[src/rtl/udma_ctl_pkg.sv]
package udma_ctl_pkg;

    localparam int DW   = 32;
    localparam int OFSW = 8;

    // register byte offsets
    localparam logic [OFSW-1:0] OFS_FLAG  = 8'h00;
    localparam logic [OFSW-1:0] OFS_IEN   = 8'h04;
    localparam logic [OFSW-1:0] OFS_EN    = 8'h08;
    localparam logic [OFSW-1:0] OFS_WRST  = 8'h0C;
    localparam logic [OFSW-1:0] OFS_HALT  = 8'h10;
    localparam logic [OFSW-1:0] OFS_FLUSH = 8'h14;
    localparam logic [OFSW-1:0] OFS_BASE  = 8'h1C;
    localparam logic [OFSW-1:0] OFS_LEN   = 8'h24;
    localparam logic [OFSW-1:0] OFS_THR   = 8'h28;
    localparam logic [OFSW-1:0] OFS_WPTR  = 8'h2C;
    localparam logic [OFSW-1:0] OFS_RPTR  = 8'h30;
    localparam logic [OFSW-1:0] OFS_VALID = 8'h3C;
    localparam logic [OFSW-1:0] OFS_FREE  = 8'h40;
    localparam logic [OFSW-1:0] OFS_DBG   = 8'h50;
    localparam logic [OFSW-1:0] OFS_EXT   = 8'h54;

    typedef enum logic [1:0] {
        ST_IDLE  = 2'd0,
        ST_RUN   = 2'd1,
        ST_FLUSH = 2'd2,
        ST_HALT  = 2'd3
    } ctl_state_e;

    // decoded write command for one cycle
    typedef struct packed {
        logic       en_wr;
        logic       halt_wr;
        logic       flush_go;
        logic       wrst;
        logic       flag_wr;
        logic       ien_wr;
        logic [1:0] low2;
    } wr_cmd_t;

    function automatic logic ofs_hit(input logic [OFSW-1:0] a, input logic [OFSW-1:0] ofs);
        return a == ofs;
    endfunction

endpackage

[src/rtl/udma_cfg_bank.sv]
module udma_cfg_bank
    import udma_ctl_pkg::*;
#(
    parameter int ADDR_W = 32,
    parameter int LEN_W  = 16
) (
    input  logic                  clk,
    input  logic                  rst,
    input  logic                  reg_wr,
    input  logic [OFSW-1:0]       reg_addr,
    input  logic [DW-1:0]         reg_wdata,
    input  wr_cmd_t               cmd,
    output logic [ADDR_W-1:0]     base_lo,
    output logic                  ext,
    output logic [LEN_W-1:0]      len,
    output logic [LEN_W-1:0]      thre,
    output logic [1:0]            ien
);

    always_ff @(posedge clk) begin
        if (rst) begin
            base_lo <= '0;
            ext     <= 1'b0;
            len     <= '0;
            thre    <= '0;
            ien     <= '0;
        end else begin
            if (reg_wr && ofs_hit(reg_addr, OFS_BASE)) base_lo <= reg_wdata[ADDR_W-1:0];
            if (reg_wr && ofs_hit(reg_addr, OFS_EXT))  ext     <= reg_wdata[0];
            if (reg_wr && ofs_hit(reg_addr, OFS_LEN))  len     <= reg_wdata[LEN_W-1:0];
            if (reg_wr && ofs_hit(reg_addr, OFS_THR))  thre    <= reg_wdata[LEN_W-1:0];
            // warm reset drops interrupt enables, keeps buffer setup
            if (cmd.wrst)        ien <= '0;
            else if (cmd.ien_wr) ien <= cmd.low2;
        end
    end

endmodule

[src/rtl/udma_ctl_fsm.sv]
module udma_ctl_fsm
    import udma_ctl_pkg::*;
(
    input  logic       clk,
    input  logic       rst,
    input  wr_cmd_t    cmd,
    input  logic       drained,
    output logic       en,
    output logic       halt,
    output ctl_state_e state
);

    ctl_state_e state_n;
    logic       en_n;
    logic       halt_n;

    always_comb begin
        state_n = state;
        en_n    = en;
        halt_n  = cmd.halt_wr ? cmd.low2[0] : halt;
        unique case (state)
            ST_IDLE: begin
                if (cmd.flush_go) begin
                    state_n = ST_FLUSH;
                end else if (cmd.en_wr && cmd.low2[0] && !halt) begin
                    state_n = ST_RUN;
                    en_n    = 1'b1;
                end
            end
            ST_RUN: begin
                if (cmd.en_wr && !cmd.low2[0]) begin
                    state_n = ST_IDLE;
                    en_n    = 1'b0;
                end else if (cmd.flush_go) begin
                    state_n = ST_FLUSH;
                end else if (cmd.halt_wr && cmd.low2[0]) begin
                    state_n = ST_HALT;
                end
            end
            ST_FLUSH: begin
                if (cmd.en_wr && !cmd.low2[0]) en_n = 1'b0;
                if (drained) begin
                    if (!en_n)       state_n = ST_IDLE;
                    else if (halt_n) state_n = ST_HALT;
                    else             state_n = ST_RUN;
                end
            end
            ST_HALT: begin
                if (drained || (cmd.en_wr && !cmd.low2[0])) begin
                    state_n = ST_IDLE;
                    en_n    = 1'b0;
                end
            end
            default: state_n = ST_IDLE;
        endcase
    end

    always_ff @(posedge clk) begin
        if (rst || cmd.wrst) begin
            state <= ST_IDLE;
            en    <= 1'b0;
            halt  <= 1'b0;
        end else begin
            state <= state_n;
            en    <= en_n;
            halt  <= halt_n;
        end
    end

endmodule

[src/rtl/udma_irq_unit.sv]
module udma_irq_unit
    import udma_ctl_pkg::*;
#(
    parameter int LEN_W = 16
) (
    input  logic             clk,
    input  logic             rst,
    input  wr_cmd_t          cmd,
    input  logic             dir_rx,
    input  logic             en,
    input  logic [1:0]       ien,
    input  logic [LEN_W-1:0] thre,
    input  logic [LEN_W-1:0] len,
    input  logic [LEN_W-1:0] valid_cnt,
    input  logic [LEN_W-1:0] free_cnt,
    output logic [1:0]       flags,
    output logic             irq
);

    localparam int NFLAG = 2;

    logic [LEN_W-1:0] lvl_cnt;
    logic [NFLAG-1:0] cond;
    logic [NFLAG-1:0] clr;

    assign lvl_cnt = dir_rx ? valid_cnt : free_cnt;
    assign cond[0] = lvl_cnt >= thre;
    assign cond[1] = dir_rx && (len != '0) && (valid_cnt >= len);

    // receive: write one to clear; transmit: bit 0 written as zero clears
    assign clr[0] = cmd.flag_wr && (dir_rx ? cmd.low2[0] : !cmd.low2[0]);
    assign clr[1] = cmd.flag_wr && (dir_rx ? cmd.low2[1] : 1'b1);

    for (genvar i = 0; i < NFLAG; i++) begin : g_flag
        always_ff @(posedge clk) begin
            if (rst || cmd.wrst)  flags[i] <= 1'b0;
            else if (clr[i])      flags[i] <= 1'b0;
            else if (en && cond[i]) flags[i] <= 1'b1;
        end
    end

    assign irq = |(flags & ien);

endmodule

[src/rtl/uart_dma_chan_regs.sv]
module uart_dma_chan_regs
    import udma_ctl_pkg::*;
#(
    parameter int ADDR_W = 32,
    parameter int LEN_W  = 16
) (
    input  logic              clk,
    input  logic              rst,
    input  logic              reg_wr,
    input  logic [7:0]        reg_addr,
    input  logic [31:0]       reg_wdata,
    output logic [31:0]       reg_rdata,
    input  logic              dir_rx,
    input  logic [LEN_W-1:0]  valid_cnt,
    input  logic [LEN_W-1:0]  free_cnt,
    input  logic              drained,
    output logic              chan_en,
    output logic              flush_busy,
    output logic              halt_req,
    output logic              ptr_clr,
    output logic [ADDR_W:0]   buf_base,
    output logic [LEN_W-1:0]  buf_len,
    output logic              irq
);

    wr_cmd_t          cmd;
    logic [ADDR_W-1:0] base_lo;
    logic             ext;
    logic [LEN_W-1:0] len;
    logic [LEN_W-1:0] thre;
    logic [1:0]       ien;
    logic [1:0]       flags;
    logic             en;
    logic             halt;
    ctl_state_e       state;

    always_comb begin
        cmd          = '0;
        cmd.low2     = reg_wdata[1:0];
        cmd.en_wr    = reg_wr && ofs_hit(reg_addr, OFS_EN);
        cmd.halt_wr  = reg_wr && ofs_hit(reg_addr, OFS_HALT);
        cmd.flush_go = reg_wr && ofs_hit(reg_addr, OFS_FLUSH) && reg_wdata[0];
        cmd.wrst     = reg_wr && ofs_hit(reg_addr, OFS_WRST) && reg_wdata[0];
        cmd.flag_wr  = reg_wr && ofs_hit(reg_addr, OFS_FLAG);
        cmd.ien_wr   = reg_wr && ofs_hit(reg_addr, OFS_IEN);
    end

    udma_cfg_bank #(.ADDR_W(ADDR_W), .LEN_W(LEN_W)) u_cfg (
        .clk      (clk),
        .rst      (rst),
        .reg_wr   (reg_wr),
        .reg_addr (reg_addr),
        .reg_wdata(reg_wdata),
        .cmd      (cmd),
        .base_lo  (base_lo),
        .ext      (ext),
        .len      (len),
        .thre     (thre),
        .ien      (ien)
    );

    udma_ctl_fsm u_fsm (
        .clk    (clk),
        .rst    (rst),
        .cmd    (cmd),
        .drained(drained),
        .en     (en),
        .halt   (halt),
        .state  (state)
    );

    udma_irq_unit #(.LEN_W(LEN_W)) u_irq (
        .clk      (clk),
        .rst      (rst),
        .cmd      (cmd),
        .dir_rx   (dir_rx),
        .en       (en),
        .ien      (ien),
        .thre     (thre),
        .len      (len),
        .valid_cnt(valid_cnt),
        .free_cnt (free_cnt),
        .flags    (flags),
        .irq      (irq)
    );

    always_ff @(posedge clk) begin
        if (rst) ptr_clr <= 1'b0;
        else     ptr_clr <= cmd.wrst;
    end

    assign chan_en    = en;
    assign flush_busy = (state == ST_FLUSH);
    assign halt_req   = (state == ST_HALT);
    assign buf_base   = {ext, base_lo};
    assign buf_len    = len;

    always_comb begin
        reg_rdata = '0;
        unique case (reg_addr)
            OFS_FLAG:  reg_rdata[1:0]       = flags;
            OFS_IEN:   reg_rdata[1:0]       = ien;
            OFS_EN:    reg_rdata[0]         = en;
            OFS_HALT:  reg_rdata[0]         = halt;
            OFS_FLUSH: reg_rdata[0]         = flush_busy;
            OFS_BASE:  reg_rdata[ADDR_W-1:0] = base_lo;
            OFS_LEN:   reg_rdata[LEN_W-1:0] = len;
            OFS_THR:   reg_rdata[LEN_W-1:0] = thre;
            OFS_VALID: reg_rdata[LEN_W-1:0] = valid_cnt;
            OFS_FREE:  reg_rdata[LEN_W-1:0] = free_cnt;
            OFS_DBG:   reg_rdata[1:0]       = state;
            OFS_EXT:   reg_rdata[0]         = ext;
            default:   reg_rdata            = '0;
        endcase
    end

endmodule

[config.mk]
export PLATFORM = sky130hd
export DESIGN_NAME = uart_dma_chan_regs
export DESIGN_NICKNAME = d
export VERILOG_FILES = /design/src/rtl/udma_ctl_pkg.sv /design/src/rtl/udma_cfg_bank.sv /design/src/rtl/udma_ctl_fsm.sv /design/src/rtl/udma_irq_unit.sv /design/src/rtl/uart_dma_chan_regs.sv
export SDC_FILE = /design/constraint.sdc
export NUM_CORES = 1
export LEC_CHECK = 0
export BUFFER_PORTS_ARGS = -buffer_cell sky130_fd_sc_hd__buf_2
export CAP_MARGIN = 10
export CORE_ASPECT_RATIO = 1.5
export CORE_MARGIN = 5
export CORE_UTILIZATION = 50
export CTS_BUF_LIST = sky130_fd_sc_hd__clkbuf_16
export DETAILED_ROUTE_END_ITERATION = 10
export PLACE_DENSITY = 0.8
export SKIP_LAST_GASP = 1
export SLEW_MARGIN = 30
export SYNTH_ARGS = -nofsm -noshare
export SYNTH_HDL_FRONTEND = slang
export SYNTH_SLANG_ARGS = --single-unit
[constraint.sdc]
create_clock -name clk -period 3.7 [get_ports clk]
set_clock_uncertainty 0.05 [all_clocks]
set_input_delay 0.74 -clock clk [delete_from_list [all_inputs] [get_ports clk]]
set_output_delay 0.74 -clock clk [all_outputs]
set_load 0.02 [all_outputs]
==> results.sh, run 1 <==
export IMPL_finalPower_uw=2040
export IMPL_rsz0062_at_grt="no"
export IMPL_cp_required_ns=2.91
export IMPL_grt_total_usage_pct=26.6
export IMPL_syn_area_um2=4570
export IMPL_postCtsSetupBuffers=0
export IMPL_cp_cell_sequence="buf_2 > or4_4 > or4b_4 > nor2_4 > buf_4 > a22oi_1 > nand2_1 > buf_2"
export IMPL_critPathCaptureType="output pin"
export IMPL_worstSetupPathType="input pin to output pin"
export IMPL_cp_slowest_cell="or4_4"
export IMPL_fin_setup_tns_ns=0
export IMPL_place_gp_congestion=0.919
export IMPL_power_leakage_uw=0.00274
export IMPL_diodes=0
export IMPL_wl_mm=15.1
export IMPL_ys_warn_count=0
export IMPL_vias=4996
export IMPL_die_height_um=127
export IMPL_yosys_area_share_simple_pct=23.1
export IMPL_cp_top_family="simple AND/OR/NAND/NOR gates"
export IMPL_setup_slack_ns=0.261
export IMPL_synth_compound_area_share_pct=19.3
export IMPL_hold_violations=0
export IMPL_initial_core_util_pct=51.5
export IMPL_ioPinCount=163
export IMPL_synth_top_area_cell="dfxtp_1"
export IMPL_synth_edff_count=0
export IMPL_critPathMostFrequentCell="buf_2"
export IMPL_yosys_area_share_xor_xnor_pct=0.192
export IMPL_ctsHoldBuffers=0
export IMPL_grt_max_degree=36
export IMPL_final_common_cell="buf_2"
export IMPL_drtAntennaViolNets=0
export IMPL_seq_area_frac_synth_pct=32.4
export IMPL_die_x_um=88.1
export IMPL_max_cap_viol_count=0
export IMPL_wire_per_inst_um=17.9
export IMPL_grt_ovfl_total=0
export IMPL_power_density_nw_per_um2=353
export IMPL_cp_start_kind="input pin"
export IMPL_antenna_found_initial=0
export IMPL_placed_area_um2=5500
export IMPL_dp_hpwl_mm=11.2
export IMPL_finalCriticalPeriod_ns=3.44
export IMPL_critPathMaxFanout=8
export IMPL_synth_top_family_by_area="simple AND/OR/NAND/NOR gates"
export IMPL_synthArstFlopShare_pct=0
export IMPL_postSynthAreaPerCell_um2=7.95
export IMPL_critical_path_buf_inv_count=3
export IMPL_core_area_um2=8880
export IMPL_grt_pass1_wl_mm=23.4
export IMPL_clkSlewWorstSetupHoldPaths_ns=0.05
export IMPL_cts_buffers=9
export IMPL_slew_violations=0
export IMPL_root_buffer="clkbuf_16"
export IMPL_slowest_delay_ns=0.57
export IMPL_stdcell_area_um2=5780
export IMPL_crit_arrival_ns=2.65
export IMPL_period_share_pct=92.9
export IMPL_status="finished clean"
export IMPL_synth_area_leaders="dfxtp_1 32%, ha_1 9.8%, nand2_1 8.7%, a21oi_1 6.7%, mux2i_1 5.0%"
export IMPL_io_buffer_count=162
export IMPL_muxShareOfSynthArea_pct=8.73
export IMPL_syn_num_nets=688
export IMPL_cts_tree="done"
export IMPL_setup_viol=0
export IMPL_most_common_layout_cells="162 x buf_2, 106 x nand2_1, 74 x dfxtp_1, 61 x a21oi_1, 39 x inv_1"
export IMPL_syn2layout_area_growth_pct=26.4
export IMPL_syn_inst=575
export IMPL_worst_slew_pin_transition_ns=0.823
export IMPL_layout_drive_gt1_share_pct=30.1
export IMPL_final_nets=840
export IMPL_grt_pass1_vias=4871
export IMPL_htree_num_levels=3
export IMPL_synthFlopType="dfxtp_1"
export IMPL_place_inst=826
export IMPL_ys_ff_latch=74
export IMPL_synth_distinct_cells=55
export IMPL_yosysTopAreaCellShare_pct=32.4
export IMPL_cts_sinks=74
export IMPL_drtPass1Iterations=6
export IMPL_std_cell_rows=42
export IMPL_hold_path_class="register to register"
export IMPL_die_area_um2=11200
export IMPL_final_cells=842
export IMPL_clockBufferDepth=2
export IMPL_vias_per_cell=5.93
export IMPL_peakVddDrop_mv=0.271
export IMPL_fmax_mhz=291
export IMPL_drtIter0Drc=502
export IMPL_cts_resized=0
export IMPL_route_detailed_drc=0
export IMPL_slew_headroom_pct=44.6
export IMPL_clock_latency_ns=0.34
export IMPL_dp_slack_ns=0.268
export IMPL_synth_adder_area_share_pct=9.85
[worst reg2reg max path: cells and delay by family, from the launching register on]
kind | cells | cell delay [ns]
adders and majority gates | 1 | 0.29
buffers and inverters | 1 | 0.06
AOI/OAI and AO/OA | 5 | 1.19
DFF | 1 | 0.41
and+or+nand+nor | 1 | 0.05
[report_power, final]
part,internal [uW],switching [uW]
clock,514,329
combinational,156,206
sequential,813,24.0
total,1480,559
[per-stage QoR]
stage	hold slack [ns]	utilization (%)
3_5_place_dp	0.411	61.9
6_report	0.417	65.1
5_1_grt	0.440	65.1
3_3_place_gp	0.402	61.9
4_1_cts	0.419	65.1
2_1_floorplan	0.399	-
[synthesized netlist by cell type (10+ instances only)]
cell / number
a21oi_1: 61
a222oi_1: 14
a22oi_1: 17
and3_1: 17
clkbuf_1: 26
dfxtp_1: 74
ha_1: 36
inv_1: 38
mux2_2: 15
mux2i_1: 23
nand2_1: 106
nand3_1: 21
nor2_1: 35
nor4_1: 10
[per-layer routing]
metal | GRT usage (%) | routed length, um | vias to the layer above | share of wire (%)
met1 | 30.3 | 5450 | 2352 | 36
met2 | 45.9 | 7960 | 240 | 53
met3 | 4.51 | 1160 | 39 | 7.7
met4 | 14.9 | 475 | 0 | 3.2
li1 | - | - | 2365 | -
met5 | 0 | 0 | - | 0
[final timing paths]
check | start | endpoint | slack [ns] | cells past startpoint
max | reg_addr[1] | reg_rdata[6] | 0.26 | 8
min | u_cfg.base_lo[23]$_SDFFE_PP0P_ | u_cfg.base_lo[23]$_SDFFE_PP0P_ | 0.42 | 2
max reg2reg | u_cfg.len[2]$_SDFFE_PP0P_ | u_irq.flags[1]$_SDFFE_PP0P_ | 1.53 | 8
min reg2reg | u_cfg.base_lo[23]$_SDFFE_PP0P_ | u_cfg.base_lo[23]$_SDFFE_PP0P_ | 0.42 | 2
[layout make-up]
type                            count  area [um^2]
Inverter                           38          143
Tap cell                          110          138
Clock buffer                        9          225
Sequential cell                    74         1480
Fill cell                         779         3100
Multi-Input combinational cell    428         2820
Clock inverter                      7         61.3
Timing Repair Buffer              176          916
[logic make-up (layout without fill, tap and decap cells)]
logic type                 Yosys count  in the layout
and+or+nand+nor                    223            223
AOI/OAI and AO/OA                  130            130
DFF                                 74             74
buffers and inverters               73            230
muxes                               38             38
adders and majority gates           36             36
xor gates and xnor gates             1              1
[registers in the layout, summed over array words and instances (netlist names)]
register / flops
ptr_clr: 1
u_cfg.base_lo: 32
u_fsm.halt: 1
u_cfg.len: 16
u_cfg.ien: 2
u_irq.flags: 2
u_cfg.ext: 1
u_fsm.state: 2
u_fsm.en: 1
u_cfg.thre: 16
Power figures use the tool's default switching activity.
==> run 2: changes to the inputs <==
--- a/config.mk
+++ b/config.mk
@@ -13,6 +13,7 @@
 export CTS_BUF_LIST = sky130_fd_sc_hd__clkbuf_16
 export DETAILED_ROUTE_END_ITERATION = 10
 export PLACE_DENSITY = 0.8
+export RECOVER_POWER = 25
 export SKIP_LAST_GASP = 1
 export SLEW_MARGIN = 30
 export SYNTH_ARGS = -nofsm -noshare
==> run 2 against run 1 <==
Cell count unchanged. Combinational power about the same. Register-to-register slack about the same. Clock-buffer cell count did not move. Sequential share of layout area rose by 0.22 points. Critical path type unchanged.
==> results.sh, run 2 (same netlist as run 1, synthesis figures left out) <==
export IMPL_fmax_mhz=290
export IMPL_diodes=0
export IMPL_initial_core_util_pct=51.5
export IMPL_dp_hpwl_mm=11.2
export IMPL_fin_setup_tns_ns=0
export IMPL_power_density_nw_per_um2=357
export IMPL_slew_violations=0
export IMPL_drtIter0Drc=473
export IMPL_rsz0062_at_grt="no"
export IMPL_crit_arrival_ns=2.66
export IMPL_vias=5018
export IMPL_place_gp_congestion=0.919
export IMPL_period_share_pct=93.3
export IMPL_cts_sinks=74
export IMPL_worstSetupPathType="input pin to output pin"
export IMPL_p_int_uw=1480
export IMPL_peakVddDrop_mv=0.271
export IMPL_finalCriticalPeriod_ns=3.45
export IMPL_grt_pass1_wl_mm=23.4
export IMPL_slew_headroom_pct=6.09
export IMPL_ctsHoldBuffers=0
export IMPL_grt_ovfl_total=0
export IMPL_top_regs="u_cfg.base_lo (32), u_cfg.len (16), u_cfg.thre (16)"
export IMPL_cp_cell_sequence="clkbuf_1 > or4_4 > or4b_4 > nor2_4 > buf_4 > a22oi_1 > nand2_1 > buf_2"
export IMPL_wl_mm=15.0
export IMPL_slowest_delay_ns=0.59
export IMPL_cp_required_ns=2.91
export IMPL_p_switching_uw=562
export IMPL_cp_start_kind="input pin"
export IMPL_grt_total_usage_pct=26.6
export IMPL_wire_per_inst_um=17.8
export IMPL_final_common_cell="buf_2"
export IMPL_core_area_um2=8880
export IMPL_max_cap_viol_count=0
export IMPL_root_buffer="clkbuf_16"
export IMPL_grt_max_degree=36
export IMPL_postCtsSetupBuffers=0
export IMPL_die_height_um=127
export IMPL_pwr_share_clk_pct=41.4
export IMPL_route_detailed_drc=0
export IMPL_comb_power_share_pct=17.6
export IMPL_ff2ff_setup_slack_ns=1.53
export IMPL_drtAntennaViolNets=0
export IMPL_setup_viol=0
export IMPL_final_nets=840
export IMPL_worst_slew_pin_transition_ns=1.41
export IMPL_die_area_um2=11200
export IMPL_std_cell_rows=42
export IMPL_cp_slowest_cell="or4_4"
export IMPL_drtPass1Iterations=7
export IMPL_status="finished clean"
export IMPL_hold_violations=0
export IMPL_io_buffer_count=162
export IMPL_cts_buffers=9
export IMPL_most_common_layout_cells="122 x buf_2, 106 x nand2_1, 74 x dfxtp_1, 61 x a21oi_1, 40 x clkbuf_1"
export IMPL_ioPinCount=163
export IMPL_swShare_pct=27.5
export IMPL_vias_per_cell=5.96
export IMPL_finalPower_uw=2050
export IMPL_clock_latency_ns=0.34
export IMPL_regMostFlops="u_cfg.base_lo"
export IMPL_whs_ns=0.418
export IMPL_syn2layout_area_growth_pct=25.3
export IMPL_die_x_um=88.1
export IMPL_setup_slack_ns=0.248
export IMPL_hold_path_class="register to register"
export IMPL_critPathMaxFanout=8
export IMPL_dp_slack_ns=0.268
export IMPL_power_leakage_uw=0.00257
export IMPL_clockBufferDepth=2
export IMPL_layout_drive_gt1_share_pct=24.6
export IMPL_critical_path_buf_inv_count=3
export IMPL_grt_pass1_vias=4871
export IMPL_critPathCaptureType="output pin"
export IMPL_cp_top_family="simple AND/OR/NAND/NOR gates"
export IMPL_htree_num_levels=3
export IMPL_largest_reg_flops=32
export IMPL_antenna_found_initial=0
export IMPL_p_seq_share_pct=40.9
export IMPL_clkSlewWorstSetupHoldPaths_ns=0.05
export IMPL_cts_tree="done"
export IMPL_cts_resized=0
-- run 2: cell types whose count changed in the layout (fill, tap and decap cells not counted), sizes merged --
cell and delta:
clkbuf +40, buf -40
-- run 2: layout make-up --
type | instances | area [um^2]
clock buffer | 9 | 225
clock inverter | 7 | 61.3
fill | 802 | 3150
inverter | 38 | 143
multi-input combinational | 428 | 2820
sequential | 74 | 1480
tap | 110 | 138
timing repair buffer | 176 | 866
-- run 2: worst register-to-register path, cell delays in order (launching register included) --
cell and delay [ns]:
dfxtp_1 0.41, inv_1 0.07, ha_1 0.29, nand2_1 0.05, o21ai_0 0.25, a21o_1 0.16
o2111ai_1 0.11, a211o_1 0.29, a2111oi_0 0.37
-- run 2: routing by layer --
metal / vias to the layer above / track usage, % / part of all wire, %
li1: 2364 / - / -
met3: 45 / 4.51 / 8.0
met4: 0 / 14.9 / 3.4
met1: 2357 / 30.3 / 36
met2: 252 / 45.9 / 53
met5: - / 0 / 0
-- run 2: power by group through the flow --
stage	Combinational, uW	Clock [uW]	Sequential [uW]
3_3_place_gp	349	0	855
2_1_floorplan	232	0	853
3_5_place_dp	355	0	855
4_1_cts	358	855	837
5_1_grt	397	898	840
6_report	361	847	837
-- run 2: final timing paths --
path                             startpoint                              to  cells after the start
max                             reg_addr[1]                    reg_rdata[6]                      8
min          u_cfg.base_lo[23]$_SDFFE_PP0P_  u_cfg.base_lo[23]$_SDFFE_PP0P_                      2
max reg2reg       u_cfg.len[2]$_SDFFE_PP0P_     u_irq.flags[1]$_SDFFE_PP0P_                      8
min reg2reg  u_cfg.base_lo[23]$_SDFFE_PP0P_  u_cfg.base_lo[23]$_SDFFE_PP0P_                      2
-- run 2: per-stage QoR --
step	instance area [um^2]	util [%]	std cells
3_3_place_gp	5500	61.9	826
2_1_floorplan	4570	-	575
4_1_cts	5780	65.1	842
5_1_grt	5730	64.5	842
3_5_place_dp	5500	61.9	826
6_report	5730	64.5	842
==> run 3: changes to the inputs <==
--- a/config.mk
+++ b/config.mk
@@ -5,17 +5,17 @@
 export SDC_FILE = /design/constraint.sdc
 export NUM_CORES = 1
 export LEC_CHECK = 0
-export BUFFER_PORTS_ARGS = -buffer_cell sky130_fd_sc_hd__buf_2
 export CAP_MARGIN = 10
 export CORE_ASPECT_RATIO = 1.5
 export CORE_MARGIN = 5
 export CORE_UTILIZATION = 50
 export CTS_BUF_LIST = sky130_fd_sc_hd__clkbuf_16
 export DETAILED_ROUTE_END_ITERATION = 10
-export PLACE_DENSITY = 0.8
+export DONT_BUFFER_PORTS = 1
 export RECOVER_POWER = 25
 export SKIP_LAST_GASP = 1
 export SLEW_MARGIN = 30
 export SYNTH_ARGS = -nofsm -noshare
 export SYNTH_HDL_FRONTEND = slang
 export SYNTH_SLANG_ARGS = --single-unit
+export TNS_END_PERCENT = 5
==> run 3 against run 2 <==
Clock power up 9.8%. First-iteration DRC count down 43%. Flip-flop and latch count unchanged. Combinational power down 30%. Cell area down 13%. Global-route usage down 1.4 points. Register-to-register slack worse by 0.11 ns. Critical endpoint is now reg_rdata[2]. Largest cell class unchanged.
==> results.sh, run 3 (same netlist as run 1, synthesis figures left out) <==
export IMPL_status="finished clean"
export IMPL_critPathMaxFanout=9
export IMPL_route_detailed_drc=0
export IMPL_ctsHoldBuffers=0
export IMPL_wl_mm=14.4
export IMPL_drtIter0Drc=270
export IMPL_hold_path_class="register to register"
export IMPL_setup_slack_ns=0.327
export IMPL_cp_cell_sequence="or4_4 > or4b_4 > nor2_4 > buf_12 > a22oi_1 > nand2_1"
export IMPL_critPathCaptureType="output pin"
export IMPL_r2r_cells=8
export IMPL_die_height_um=127
export IMPL_clkSlewWorstSetupHoldPaths_ns=0.06
export IMPL_vias_per_cell=6.21
export IMPL_htree_num_levels=3
export IMPL_dp_hpwl_mm=10.1
export IMPL_fin_setup_tns_ns=0
export IMPL_slew_violations=0
export IMPL_p_int_uw=1520
export IMPL_regMostFlops="u_cfg.base_lo"
export IMPL_std_cell_rows=42
export IMPL_top_regs="u_cfg.base_lo (32), u_cfg.len (16), u_cfg.thre (16)"
export IMPL_io_buffer_count=0
export IMPL_ioPinCount=163
export IMPL_grt_pass1_wl_mm=22.1
export IMPL_largest_reg_flops=32
export IMPL_cp_required_ns=2.91
export IMPL_syn2layout_area_growth_pct=9.03
export IMPL_postCtsSetupBuffers=0
export IMPL_cts_sinks=74
export IMPL_hold_violations=0
export IMPL_fill_cells=846
export IMPL_drtAntennaViolNets=0
export IMPL_cp_slowest_cell="or4_4"
export IMPL_wire_per_inst_um=21.3
export IMPL_cts_resized=0
export IMPL_root_buffer="clkbuf_16"
export IMPL_cts_buffers=9
export IMPL_grt_ovfl_total=0
export IMPL_power_leakage_uw=0.00194
export IMPL_vias=4189
export IMPL_placed_area_um2=4670
export IMPL_die_area_um2=11200
export IMPL_layout_drive_gt1_share_pct=9.20
export IMPL_cts_tree="done"
export IMPL_place_gp_congestion=0.855
export IMPL_antenna_found_initial=0
export IMPL_clockBufferDepth=2
export IMPL_swShare_pct=24.9
export IMPL_finalCriticalPeriod_ns=3.37
export IMPL_fmax_mhz=296
export IMPL_comb_power_share_pct=12.5
export IMPL_grt_max_degree=68
export IMPL_diodes=0
export IMPL_pwr_share_clk_pct=45.8
export IMPL_p_switching_uw=506
export IMPL_initial_core_util_pct=51.5
export IMPL_worstSetupPathType="input pin to output pin"
export IMPL_power_density_nw_per_um2=407
export IMPL_p_seq_share_pct=41.6
export IMPL_worst_slew_pin_transition_ns=0.809
export IMPL_dp_slack_ns=0.351
export IMPL_cp_start_kind="input pin"
export IMPL_whs_ns=0.419
export IMPL_period_share_pct=91.2
export IMPL_setup_viol=0
export IMPL_most_common_layout_cells="106 x nand2_1, 74 x dfxtp_1, 61 x a21oi_1, 38 x inv_1, 36 x ha_1"
export IMPL_slowest_delay_ns=0.56
export IMPL_die_x_um=88.1
export IMPL_core_area_um2=8880
export IMPL_rsz0062_at_grt="no"
export IMPL_clock_latency_ns=0.33
export IMPL_grt_pass1_vias=4233
export IMPL_final_common_cell="nand2_1"
export IMPL_final_nets=673
export IMPL_min_path_cells=2
export IMPL_peakVddDrop_mv=0.373
export IMPL_drtPass1Iterations=8
export IMPL_slew_headroom_pct=45.6
export IMPL_max_cap_viol_count=0
export IMPL_grt_total_usage_pct=25.2
export IMPL_crit_arrival_ns=2.58
export IMPL_stdcell_area_um2=4990
export IMPL_postLayoutCoreUtil_pct=56.1
-- run 3: cell types whose count changed in the layout (fill, tap and decap cells not counted) --
cell        delta
buf_12         +2
inv_6          +1
clkinv_1       +1
or4_1          +1
clkinv_2       -3
buf_4          -7
or4_4          -1
clkinvlp_4     +1
buf_2        -122
inv_1          -1
bufinv_16      +1
clkbuf_1      -40
-- run 3: routing by layer --
| layer | vias to the layer above | GRT usage [%] | routed length (um) |
|---|---|---|---|
| li1 | 2034 | - | - |
| met3 | 15 | 7.41 | 1370 |
| met1 | 1952 | 30.1 | 5440 |
| met5 | - | 0 | 0 |
| met4 | 0 | 7.38 | 167 |
| met2 | 188 | 43.2 | 7380 |
-- run 3: final timing paths --
kind                              startpoint                     endpoint  slack, ns
setup reg to reg   u_cfg.len[2]$_SDFFE_PP0P_  u_irq.flags[1]$_SDFFE_PP0P_       1.42
setup / recovery                 reg_addr[1]                 reg_rdata[2]       0.33
hold / removal    u_cfg.thre[3]$_SDFFE_PP0P_   u_cfg.thre[3]$_SDFFE_PP0P_       0.42
hold reg to reg   u_cfg.thre[3]$_SDFFE_PP0P_   u_cfg.thre[3]$_SDFFE_PP0P_       0.42
-- run 3: cell type report --
class	instances	area (um^2)	share of cell area (%)
repair buffers	9	92.6	1.86
flip-flops and latches	74	1480	29.7
well taps	110	138	2.76
clock buffers	9	225	4.52
clock inverters	7	92.6	1.86
multi-input cells	428	2810	56.4
inverters	38	143	2.86
-- run 3: metrics by stage --
step,power (uW),cells
after floorplan,1090,575
after global placement,1110,659
after detailed placement,1110,659
after CTS,2050,675
after global routing,2120,675
final,2030,675
-- run 3: critical path: cells and delay by family --
| family | cells | cell delay, ns |
|---|---|---|
| AOI/OAI and AO/OA | 1 | 0.09 |
| buffers and inverters | 1 | 0.18 |
| and+or+nand+nor | 4 | 1.58 |
-- run 3: power groups by stage --
stage / combinational [uW] / clock (uW) / sequential, uW
floorplan: 232 / 0 / 853
global placement: 246 / 0 / 863
detailed placement: 250 / 0 / 864
CTS: 254 / 951 / 845
global route: 284 / 988 / 848
finish: 254 / 930 / 845
